===== config.mk =====
export PLATFORM = sky130hd
export DESIGN_NAME = ecg_bank_gen
export DESIGN_NICKNAME = d
export VERILOG_FILES = /design/src/rtl/ecg_pkg.sv /design/src/rtl/ecg_btn_filter.sv /design/src/rtl/ecg_phase_acc.sv /design/src/rtl/ecg_shape_eval.sv /design/src/rtl/ecg_bank_gen.sv
export SDC_FILE = /design/constraint.sdc
export NUM_CORES = 2
export LEC_CHECK = 0
export BUFFER_PORTS_ARGS = -buffer_cell sky130_fd_sc_hd__buf_2
export CORE_MARGIN = 2
export CORE_UTILIZATION = 61
export DETAILED_ROUTE_END_ITERATION = 8
export PLACE_DENSITY = 0.77
export SYNTH_ARGS = -nofsm -noshare
export SYNTH_HDL_FRONTEND = slang
export SYNTH_HIERARCHICAL = 1
export SYNTH_SLANG_ARGS = --single-unit

===== constraint.sdc =====
create_clock -name clk -period 20.8 [get_ports clk]
set_input_delay 3.12 -clock clk [delete_from_list [all_inputs] [get_ports clk]]
set_output_delay 3.12 -clock clk [all_outputs]
set_load 0.05 [all_outputs]

===== src/rtl/ecg_pkg.sv =====
// Shared rhythm definitions: the wave parameters of each rhythm and the
// evaluation function that turns a table point into a signed amplitude.
// Assumes one period spans 1024 points; amplitudes are in LSBs of the
// output converter.
package ecg_pkg;

    localparam int NUM_RHYTHMS = 8;
    localparam int NUM_WAVES   = 7;   // P, second P, Q, R, S, T, U
    localparam int NUM_CH      = 4;

    typedef enum logic [1:0] {SHAPE_BEAT, SHAPE_RIPPLE_TAIL, SHAPE_CHAOTIC} shape_e;

    typedef struct packed {
        int centre;
        int half;
        int peak;
    } wave_t;

    typedef struct packed {
        shape_e                     kind;
        wave_t [NUM_WAVES-1:0]      w;
    } rhythm_t;

    function automatic wave_t mk(input int c, input int h, input int p);
        wave_t t;
        t.centre = c;
        t.half   = h;
        t.peak   = p;
        return t;
    endfunction

    // Rhythm index: 0 tachy, 1 SVT, 2 PVC, 3 AF, 4 third-degree block,
    // 5 VF, 6 brady, 7 first-degree block.
    function automatic rhythm_t spec_of(input int r);
        rhythm_t s;
        s.kind = SHAPE_BEAT;
        for (int i = 0; i < NUM_WAVES; i++) s.w[i] = mk(0, 1, 0);
        case (r)
            0: begin
                s.w[0] = mk(150, 32, 600);  s.w[2] = mk(246, 8, -400);
                s.w[3] = mk(262, 8, 6000);  s.w[4] = mk(278, 8, -1200);
                s.w[5] = mk(420, 64, 1200);
            end
            1: begin
                s.w[2] = mk(96, 8, -400);   s.w[3] = mk(112, 8, 5600);
                s.w[4] = mk(128, 8, -1000); s.w[5] = mk(250, 64, 1400);
            end
            2: begin
                s.w[3] = mk(300, 64, 7000); s.w[4] = mk(396, 32, -3000);
                s.w[5] = mk(560, 64, -1500);
            end
            3: begin
                s.kind = SHAPE_RIPPLE_TAIL;
                s.w[2] = mk(284, 8, -400);  s.w[3] = mk(300, 8, 6000);
                s.w[4] = mk(316, 8, -1200); s.w[5] = mk(480, 64, 1200);
            end
            4: begin
                s.w[0] = mk(80, 32, 600);   s.w[1] = mk(600, 32, 600);
                s.w[3] = mk(300, 16, 5000); s.w[5] = mk(480, 64, 1200);
            end
            5: s.kind = SHAPE_CHAOTIC;
            6: begin
                s.w[0] = mk(100, 32, 600);  s.w[2] = mk(200, 8, -400);
                s.w[3] = mk(216, 8, 6000);  s.w[4] = mk(232, 8, -1200);
                s.w[5] = mk(420, 64, 1200); s.w[6] = mk(560, 32, 200);
            end
            default: begin
                s.w[0] = mk(60, 32, 600);   s.w[2] = mk(330, 8, -400);
                s.w[3] = mk(346, 8, 6000);  s.w[4] = mk(362, 8, -1200);
                s.w[5] = mk(540, 64, 1200); s.w[6] = mk(680, 32, 200);
            end
        endcase
        return s;
    endfunction

    function automatic int absv(input int v);
        return (v < 0) ? -v : v;
    endfunction

    function automatic int tri_wave(input int a, input int per, input int amp);
        return (2 * amp * absv(2 * (a % per) - per)) / per - amp;
    endfunction

    // Amplitude of rhythm r at point a.
    function automatic int sample_at(input int r, input int a);
        rhythm_t s;
        int acc;
        int d;
        s   = spec_of(r);
        acc = 0;
        if (s.kind == SHAPE_CHAOTIC) begin
            acc = tri_wave(a, 128, 2400) + tri_wave(a, 64, 1200);
        end else begin
            for (int i = 0; i < NUM_WAVES; i++) begin
                d = absv(a - s.w[i].centre);
                if (s.w[i].peak != 0 && d < s.w[i].half)
                    acc += (s.w[i].peak * (s.w[i].half - d)) / s.w[i].half;
            end
            if (s.kind == SHAPE_RIPPLE_TAIL && a >= 640)
                acc += 10 * absv((a % 32) - 16) - 80;
        end
        return acc;
    endfunction

    // Rhythm carried on channel c while the second group is selected.
    function automatic int group_two_rhythm(input int c);
        case (c)
            0:       return 4;
            1:       return 6;
            2:       return 5;
            default: return 7;
        endcase
    endfunction

endpackage


===== src/rtl/ecg_btn_filter.sv =====
// Pushbutton conditioner: two-flop synchronizer, then a level filter that
// accepts a new level only after it has stayed unchanged for DEB_CYCLES
// clocks. Emits a one-clock pulse on an accepted rising level.
// Assumes the raw button is asynchronous to clk.
module ecg_btn_filter #(
    parameter int DEB_CYCLES = 64
) (
    input  logic clk,
    input  logic rst_n,
    input  logic btn_raw,
    output logic press
);
    localparam int CNT_W = $clog2(DEB_CYCLES + 1);

    logic             sync1, sync2;
    logic             level, level_d;
    logic [CNT_W-1:0] cnt;

    // Synchronize the raw button into the clock domain.
    always_ff @(posedge clk) begin
        if (!rst_n) begin
            sync1 <= 1'b0;
            sync2 <= 1'b0;
        end else begin
            sync1 <= btn_raw;
            sync2 <= sync1;
        end
    end

    // Accept a new level only after it persisted for DEB_CYCLES clocks.
    always_ff @(posedge clk) begin
        if (!rst_n) begin
            level   <= 1'b0;
            level_d <= 1'b0;
            cnt     <= '0;
        end else begin
            level_d <= level;
            if (sync2 == level) begin
                cnt <= '0;
            end else if (cnt == CNT_W'(DEB_CYCLES - 1)) begin
                level <= sync2;
                cnt   <= '0;
            end else begin
                cnt <= cnt + 1'b1;
            end
        end
    end

    assign press = level & ~level_d;

    // an accepted level always matches what the synchronizer showed.
    assert_filter_agrees_R8: assert property (@(posedge clk) disable iff (!rst_n)
        (level != $past(level)) |-> (level == $past(sync2)));

endmodule


===== src/rtl/ecg_phase_acc.sv =====
// Phase accumulator shared by all rhythm shapes. Advances by the step on
// each enabled clock and wraps modulo 2**ADDR_W. Assumes step is static or
// changes only between runs.
module ecg_phase_acc #(
    parameter int ADDR_W = 10
) (
    input  logic              clk,
    input  logic              rst_n,
    input  logic              enable,
    input  logic [ADDR_W-1:0] step,
    output logic [ADDR_W-1:0] phase
);
    // Advance the phase on enabled clocks, hold otherwise.
    always_ff @(posedge clk) begin
        if (!rst_n)      phase <= '0;
        else if (enable) phase <= phase + step;
    end

    // phase holds while idle.
    assert_phase_hold_R4: assert property (@(posedge clk) disable iff (!rst_n)
        !enable |=> $stable(phase));

    // a non-zero step always moves the phase.
    assert_phase_moves_R3: assert property (@(posedge clk) disable iff (!rst_n)
        (enable && step != '0) |=> !$stable(phase));

endmodule


===== src/rtl/ecg_shape_eval.sv =====
// Evaluates one rhythm shape at the given table point. Purely
// combinational; the shape is fixed at elaboration by RHYTHM.
// Assumes every shape stays inside the signed SAMPLE_W range.
module ecg_shape_eval
    import ecg_pkg::*;
#(
    parameter int RHYTHM   = 0,
    parameter int ADDR_W   = 10,
    parameter int SAMPLE_W = 14
) (
    input  logic [ADDR_W-1:0]          addr,
    output logic signed [SAMPLE_W-1:0] sample
);
    localparam int MAX_V = 2 ** (SAMPLE_W - 1) - 1;
    localparam int MIN_V = -(2 ** (SAMPLE_W - 1));

    int value;

    // Compute the amplitude at the current point and check it fits.
    always_comb begin
        value  = sample_at(RHYTHM, int'(addr));
        sample = SAMPLE_W'(value);
        assert_sample_fits_R9: assert (value <= MAX_V && value >= MIN_V);
    end

endmodule


===== src/rtl/ecg_bank_gen.sv =====
// Four-channel rhythm generator. Eight shapes are evaluated at a shared
// phase; a button-selected group routes four of them to the channel
// registers, which output offset-binary codes. Assumes synchronous
// active-low reset and raw (bouncing) buttons.
module ecg_bank_gen
    import ecg_pkg::*;
#(
    parameter int ADDR_W     = 10,
    parameter int SAMPLE_W   = 14,
    parameter int DEB_CYCLES = 64
) (
    input  logic                clk,
    input  logic                rst_n,
    input  logic                enable,
    input  logic [ADDR_W-1:0]   phase_step,
    input  logic                btn_one,
    input  logic                btn_two,
    output logic [SAMPLE_W-1:0] ch0_code,
    output logic [SAMPLE_W-1:0] ch1_code,
    output logic [SAMPLE_W-1:0] ch2_code,
    output logic [SAMPLE_W-1:0] ch3_code
);
    logic [ADDR_W-1:0]          phase;
    logic [1:0]                 btn_raw;
    logic [1:0]                 press;
    logic                       group_two;
    logic signed [SAMPLE_W-1:0] shape [NUM_RHYTHMS];
    logic [SAMPLE_W-1:0]        code_q [NUM_CH];

    assign btn_raw = {btn_two, btn_one};

    ecg_phase_acc #(.ADDR_W(ADDR_W)) u_phase (
        .clk(clk), .rst_n(rst_n), .enable(enable), .step(phase_step), .phase(phase)
    );

    for (genvar b = 0; b < 2; b++) begin : g_btn
        ecg_btn_filter #(.DEB_CYCLES(DEB_CYCLES)) u_filt (
            .clk(clk), .rst_n(rst_n), .btn_raw(btn_raw[b]), .press(press[b])
        );
    end

    for (genvar r = 0; r < NUM_RHYTHMS; r++) begin : g_shape
        ecg_shape_eval #(.RHYTHM(r), .ADDR_W(ADDR_W), .SAMPLE_W(SAMPLE_W)) u_eval (
            .addr(phase), .sample(shape[r])
        );
    end

    // Latch the selected group on a debounced press; button one wins a tie.
    always_ff @(posedge clk) begin
        if (!rst_n)        group_two <= 1'b0;
        else if (press[0]) group_two <= 1'b0;
        else if (press[1]) group_two <= 1'b1;
    end

    for (genvar c = 0; c < NUM_CH; c++) begin : g_ch
        localparam int SEL_ONE = c;
        localparam int SEL_TWO = group_two_rhythm(c);
        logic signed [SAMPLE_W-1:0] pick;

        assign pick = group_two ? shape[SEL_TWO] : shape[SEL_ONE];

        // Register the routed sample as an offset-binary code.
        always_ff @(posedge clk) begin
            if (!rst_n)      code_q[c] <= '0;
            else if (enable) code_q[c] <= {~pick[SAMPLE_W-1], pick[SAMPLE_W-2:0]};
        end
    end

    assign ch0_code = code_q[0];
    assign ch1_code = code_q[1];
    assign ch2_code = code_q[2];
    assign ch3_code = code_q[3];

    // outputs hold while idle.
    assert_outputs_hold_R4: assert property (@(posedge clk) disable iff (!rst_n)
        !enable |=> ($stable(ch0_code) && $stable(ch1_code) &&
                     $stable(ch2_code) && $stable(ch3_code)));

    // the group only moves after a debounced press.
    assert_group_steady_R7: assert property (@(posedge clk) disable iff (!rst_n)
        (press == 2'b00) |=> $stable(group_two));

endmodule


==> After elaboration in Yosys (flattened, before gate mapping) <==
Memories as Yosys holds them, arrays and structs flattened.
Index checks and enable logic that the tools add are counted.
Widths: inputs -> output; s select.
{ "totals": {"n_memories": 1, "output_inout_bits": 56, "regBits": 33, "mem_bits_rw": 56, "inputBits": 15, "elab_cells": 377} }
{ "memory_table": {"columns": ["name", "words", "word_bits", "read_ports", "rd_clocked_by_memory_dff", "write_ports", "line_no", "source"], "rows": [
  ["code_q", 4, 14, 4, 0, 4, "ecg_bank_gen.sv:28", "logic [SAMPLE_W-1:0] code_q [NUM_CH];"]
]} }
{ "classes": {"n_mux": 75, "reduce_logical": 19, "n_addsub": 140, "bitwise": 32, "n_eq_ne": 4, "n_mul": 33, "magnitude_cmp": 61} }
{ "ops": {"columns": ["cell", "count"], "rows": [
  ["$mux 32", 30],
  ["$lt 32x1->1 const B", 29],
  ["$neg 32->32", 29],
  ["$mux 14", 41],
  ["$lt 32x5->1 const B", 15],
  ["$sub 5x32->32 const A", 15],
  ["$add 14x14->14", 27],
  ["$lt 32x7->1 const B", 8],
  ["$sub 7x32->32 const A", 8],
  ["$add 14x1->14", 17],
  ["$lt 32x8->1 const B", 6],
  ["$sub 8x32->32 const A", 6],
  ["$mul 6x32->13 const A", 5],
  ["$mul 8x32->29 const A", 5],
  ["$mul 10x32->13 const A", 4],
  ["$mul 8x32->13 const A", 4],
  ["$sub 10x9->11 const B", 11],
  ["$mul 8x32->28 const A", 3],
  ["$sub 10x8->11 const B", 7],
  ["$mul 11x32->29 const A", 2],
  ["$mul 6x32->29 const A", 2],
  ["$sub 10x10->11 const B", 4],
  ["$sub 10x7->11 const B", 4],
  ["$lt 32x6->1 const B", 1],
  ["other kinds (31)", 81]
]} }

==> Longest topological paths before layout <==
{ "depth": {"ltp_word": 22, "ltp_mapped": 76, "ltp_nobuf": 73} }

==> By module <==
Netlist, hierarchy kept.
{ "by_module_without_submodules": {"columns": ["mod", "cells_each", "n_inst", "seq_area_each_um2", "area_each_um2"], "rows": [
  ["ecg_shape_eval at g_shape[6].u_eval", 2333, 1, 0.0, 18692.9],
  ["ecg_shape_eval at g_shape[7].u_eval", 2318, 1, 0.0, 18530.3],
  ["ecg_shape_eval at g_shape[4].u_eval", 1990, 1, 0.0, 16882.4],
  ["ecg_shape_eval at g_shape[0].u_eval", 1873, 1, 0.0, 15040.7],
  ["ecg_shape_eval at g_shape[2].u_eval", 1650, 1, 0.0, 14097.3],
  ["ecg_shape_eval at g_shape[3].u_eval", 1450, 1, 0.0, 11954.0],
  ["ecg_shape_eval at g_shape[1].u_eval", 1294, 1, 0.0, 11106.9],
  ["ecg_shape_eval at g_shape[5].u_eval", 402, 1, 0.0, 3418.3],
  ["ecg_bank_gen", 186, 1, 1701.6, 2676.3],
  ["ecg_phase_acc", 101, 1, 200.2, 879.6],
  ["ecg_btn_filter", 41, 2, 220.2, 409.1]
]} }

==> Worst setup path before layout <==
Ideal clock, no wire load.
{ "synth_timing": {"kind": "reg2reg", "start": "reg u_phase.phase[0]", "end": "mem code_q[1][13] (netlist: code_q[0][27]) (data pin)", "path_buffers": 3, "stages_incl_launch_ff": 74, "required_ns": 20.532, "t_arrival_ns": 15.829, "setup_time_ns": 0.268, "path_slack_ns": 4.703, "synth_period_minus_slack_ns": 16.097, "path_cell_list": "dfxtp_1 > buf_6 > clkbuf_1 > inv_1 > ha_1 > clkbuf_1 > nand2_1 > xnor2_1 > nor3_1 > o21ai_0 > a221oi_1 > o21ai_1 > nand2b_1 > o32a_1 > o221a_2 > ha_1 > inv_1 > fa_1 > [... 38 more ...] > nor3_1 > xor2_1 > nor2_1 > a31o_2 > ha_1 > nand2_1 > a21oi_1 > o21a_1 > nor2_1 > mux2_2 > ha_1 > nand2_1 > a211o_1 > and4_1 > or2_2 > nand2_1 > nor4bb_1 > a211oi_2"} }
{ "synth_rtl": {"columns": ["item", "line_no", "source"], "rows": [
  ["start, declared", "ecg_phase_acc.sv:11", "output logic [ADDR_W-1:0] phase"],
  ["start signal, assigned", "ecg_phase_acc.sv:16", "else if (enable) phase <= phase + step;"],
  ["end, declared", "ecg_bank_gen.sv:28", null]
]} }

==> flow_summary.ini <==
[outcome]
outcome = completed

[logic_synthesis]
seq_area_frac_synth = 0.0205
yosysMostFrequentCell = inv_1
synth_top_area_share = 0.256
synth_warnings = 6
synthTopCellsByArea = ha_1 (26%), fa_1 (21%), inv_1 (8.1%)
syn_inst = 13700
syn_avg_cell_area_sq_um = 8.34
synth_ff_type = edfxtp_1
synth_top_area_cell = ha_1
ys_seq_elements = 89
async_flop_share = 0
ys_types = 156
synth_edf_count = 56
synthTopCellsByCount = inv_1 (2459), ha_1 (2334), fa_1 (1195)
syn_area_sq_um = 114000

[sta]
finalSetupViolCount = 0
slew_violations = 0
timing.slew.headroom = 0.193
fmax_mhz = 59.3
rsz0062_at_grt = false
hold_viol_final = 0
setup_tns_ps = 0
finalCritPeriodShare = 0.811
skew_ps = 32.6
min_period_ps = 16870
worst_slew_pin_slew_ps = 1200

[cts]
worstSkewPairLatency_ps = 470
cts_buffers = 9
clkSinkCount = 89
holdBufCountCts = 0
cts_buffer_depth = 2
cts_resized = 0
clk_pin_slew_worst_paths_ps = 120
cts.root.buffer_cell = clkbuf_16
cts_tree = done
post_cts_buffers = 0
htreeDepth = 3

[floorplan]
die_w_um = 436
start_util = 0.615
rows = 158
die_h_um = 436
core-area_sq_um = 186000
ios = 71
dieArea_sq_um = 191000

[global_route]
grt_util_met1 = 0.384
grt_overflow_total = 0
use_met3 = 0.0191
gr-usage-met2 = 0.486
antenna_found_initial = 3
grt_pass1_wl_mm = 455
gr-usage-all-layers = 0.285
busiest_layer = met2
grt_pass1_vias = 91300
grt_max_degree = 107

[cells_and_area]
final_area_sq_um = 117000
fillCellCount = 16200
area_delta_synth_final_pct = 2.52
drive_gt1_frac = 0.0464
nNetsFinal = 17100
fin_util = 0.630

[place]
gp_congestion = 0.964
portBuffers = 70
placed_area_sq_um = 117000
place_hpwl_mm = 231

[detailed_routing]
post-route-drc-count = 0
drt_iter0_drc = 5853
viasPerCell = 5.75
ant_nets = 0
via_count = 92000
routed_wl_mm = 272
first_pass_iters = 6
wl_per_cell_um = 17.0

[hold_path]
min_from = g_btn[0].u_filt/sync1
hold_path_class = reg -> reg

[setup_path]
cpMostUsedCell = ha_1
worstSetupStartpoint = u_phase/phase[3]
reg2reg_from = u_phase/phase[3]
critical-path-max-stage-delay_ps = 750
crit_type = reg -> reg
path_max_fanout = 31
cp_slowest_cell = o21a_1
cp-end-kind = flop
cp_data_arrival_time_ps = 17060
worst_setup_path_start_kind = flop
cp.required_ps = 20990

[flow_run]
cap_violations = 0
==> worst max-delay path: cells and delay by family (launching register included) <==
kind,cells,cell delay [ps]
mux,3,870
buf+inv,3,370
compound gates,25,6410
xor+xnor,6,1480
simple gates,15,3060
flops,1,600
fa+ha+maj,12,3810
==> cell usage in the layout (no fill, tap or decap), types with 29 or more instances in the layout <==
cell      Yosys  final
or3_1       104    104
a211oi_1     80     80
o31a_1       29     29
o31ai_1      79     79
o21a_1      120    120
edfxtp_1     56     56
nand3b_1     41     41
nor3_1      212    211
xor2_1      335    335
ha_1       2334   2334
nand3_1     236    236
o211ai_1     66     66
mux2i_1     118    118
a21o_1      258    258
nor2_1      826    826
a211o_1      36     36
o21bai_1    102    102
buf_4        19     83
xnor2_1    1041   1041
nand2_1     685    684
mux2_2      136    136
o21ai_0     452    451
nor2b_1     148    148
a21boi_0     40     40
or2_2       103    103
a21oi_1     699    699
nand4_1      77     77
buf_2        80     70
a31oi_1      94     94
o22ai_1      34     34
o21ai_1      34     35
nand2b_1    167    166
and3_1       87     87
nor3b_1      33     33
nor4_1       42     41
inv_1      2459   2459
fa_1       1195   1195
and2_1      126    126
conb_1        3     40
==> path summary, 6_finish.rpt <==
kind | cells past startpoint | slack [ps] | endpoint
min | 1 | 450 | g_btn[0].u_filt/sync2
max | 64 | 3930 | code_q[0][27]
min reg2reg | 1 | 450 | g_btn[0].u_filt/sync2
max reg2reg | 64 | 3930 | code_q[0][27]
==> metal layers <==
layer / vias up / wire length, um
li1: 45500 / -
met1: 43800 / 123000
met2: 2216 / 127000
met3: 429 / 12300
met4: 0 / 9240
met5: - / 0
==> stage by stage <==
stage          setup WS (ps)  hold WS, ps  std cells
3_5_place_dp            4130          421      16000
5_1_grt                 2600          483      16000
3_3_place_gp            4460          416      16000
4_1_cts                 4050          441      16000
6_report                3930          449      16000
2_1_floorplan           4700          412      13700
==> final cells by class <==
type                            instances  area [sq um]  share of cell area
Antenna cell                            2          5.00           0.0000428
Clock buffer                            9           225             0.00193
Clock inverter                          7          81.3            0.000695
Inverter                             2484          9330              0.0797
Multi-Input combinational cell      10800        101000               0.862
Sequential cell                        89          2380              0.0204
Tap cell                             2480          3100              0.0265
Timing Repair Buffer                  157          1050             0.00901
==> registers in the layout, summed over array words and instances, names as in the netlist <==
signal                cells
g_btn.u_filt/cnt         14
g_btn.u_filt/sync2        2
u_phase/phase            10
code_q                   56
group_two                 1
g_btn.u_filt/sync1        2
g_btn.u_filt/level_d      2
g_btn.u_filt/level        2
==> logic make-up after synthesis <==
group,synth area share
xor gates and xnor gates,0.109
buffers and inverters,0.0975
and+or+nand+nor,0.135
adders and majority gates,0.466
muxes,0.0274
other,0.0000987
DFF,0.0205
AOI/OAI and AO/OA,0.145
Power is left out: the tool's default activity adds up to more than one toggle a clock period on the data nets, which glitch-free logic cannot reach.
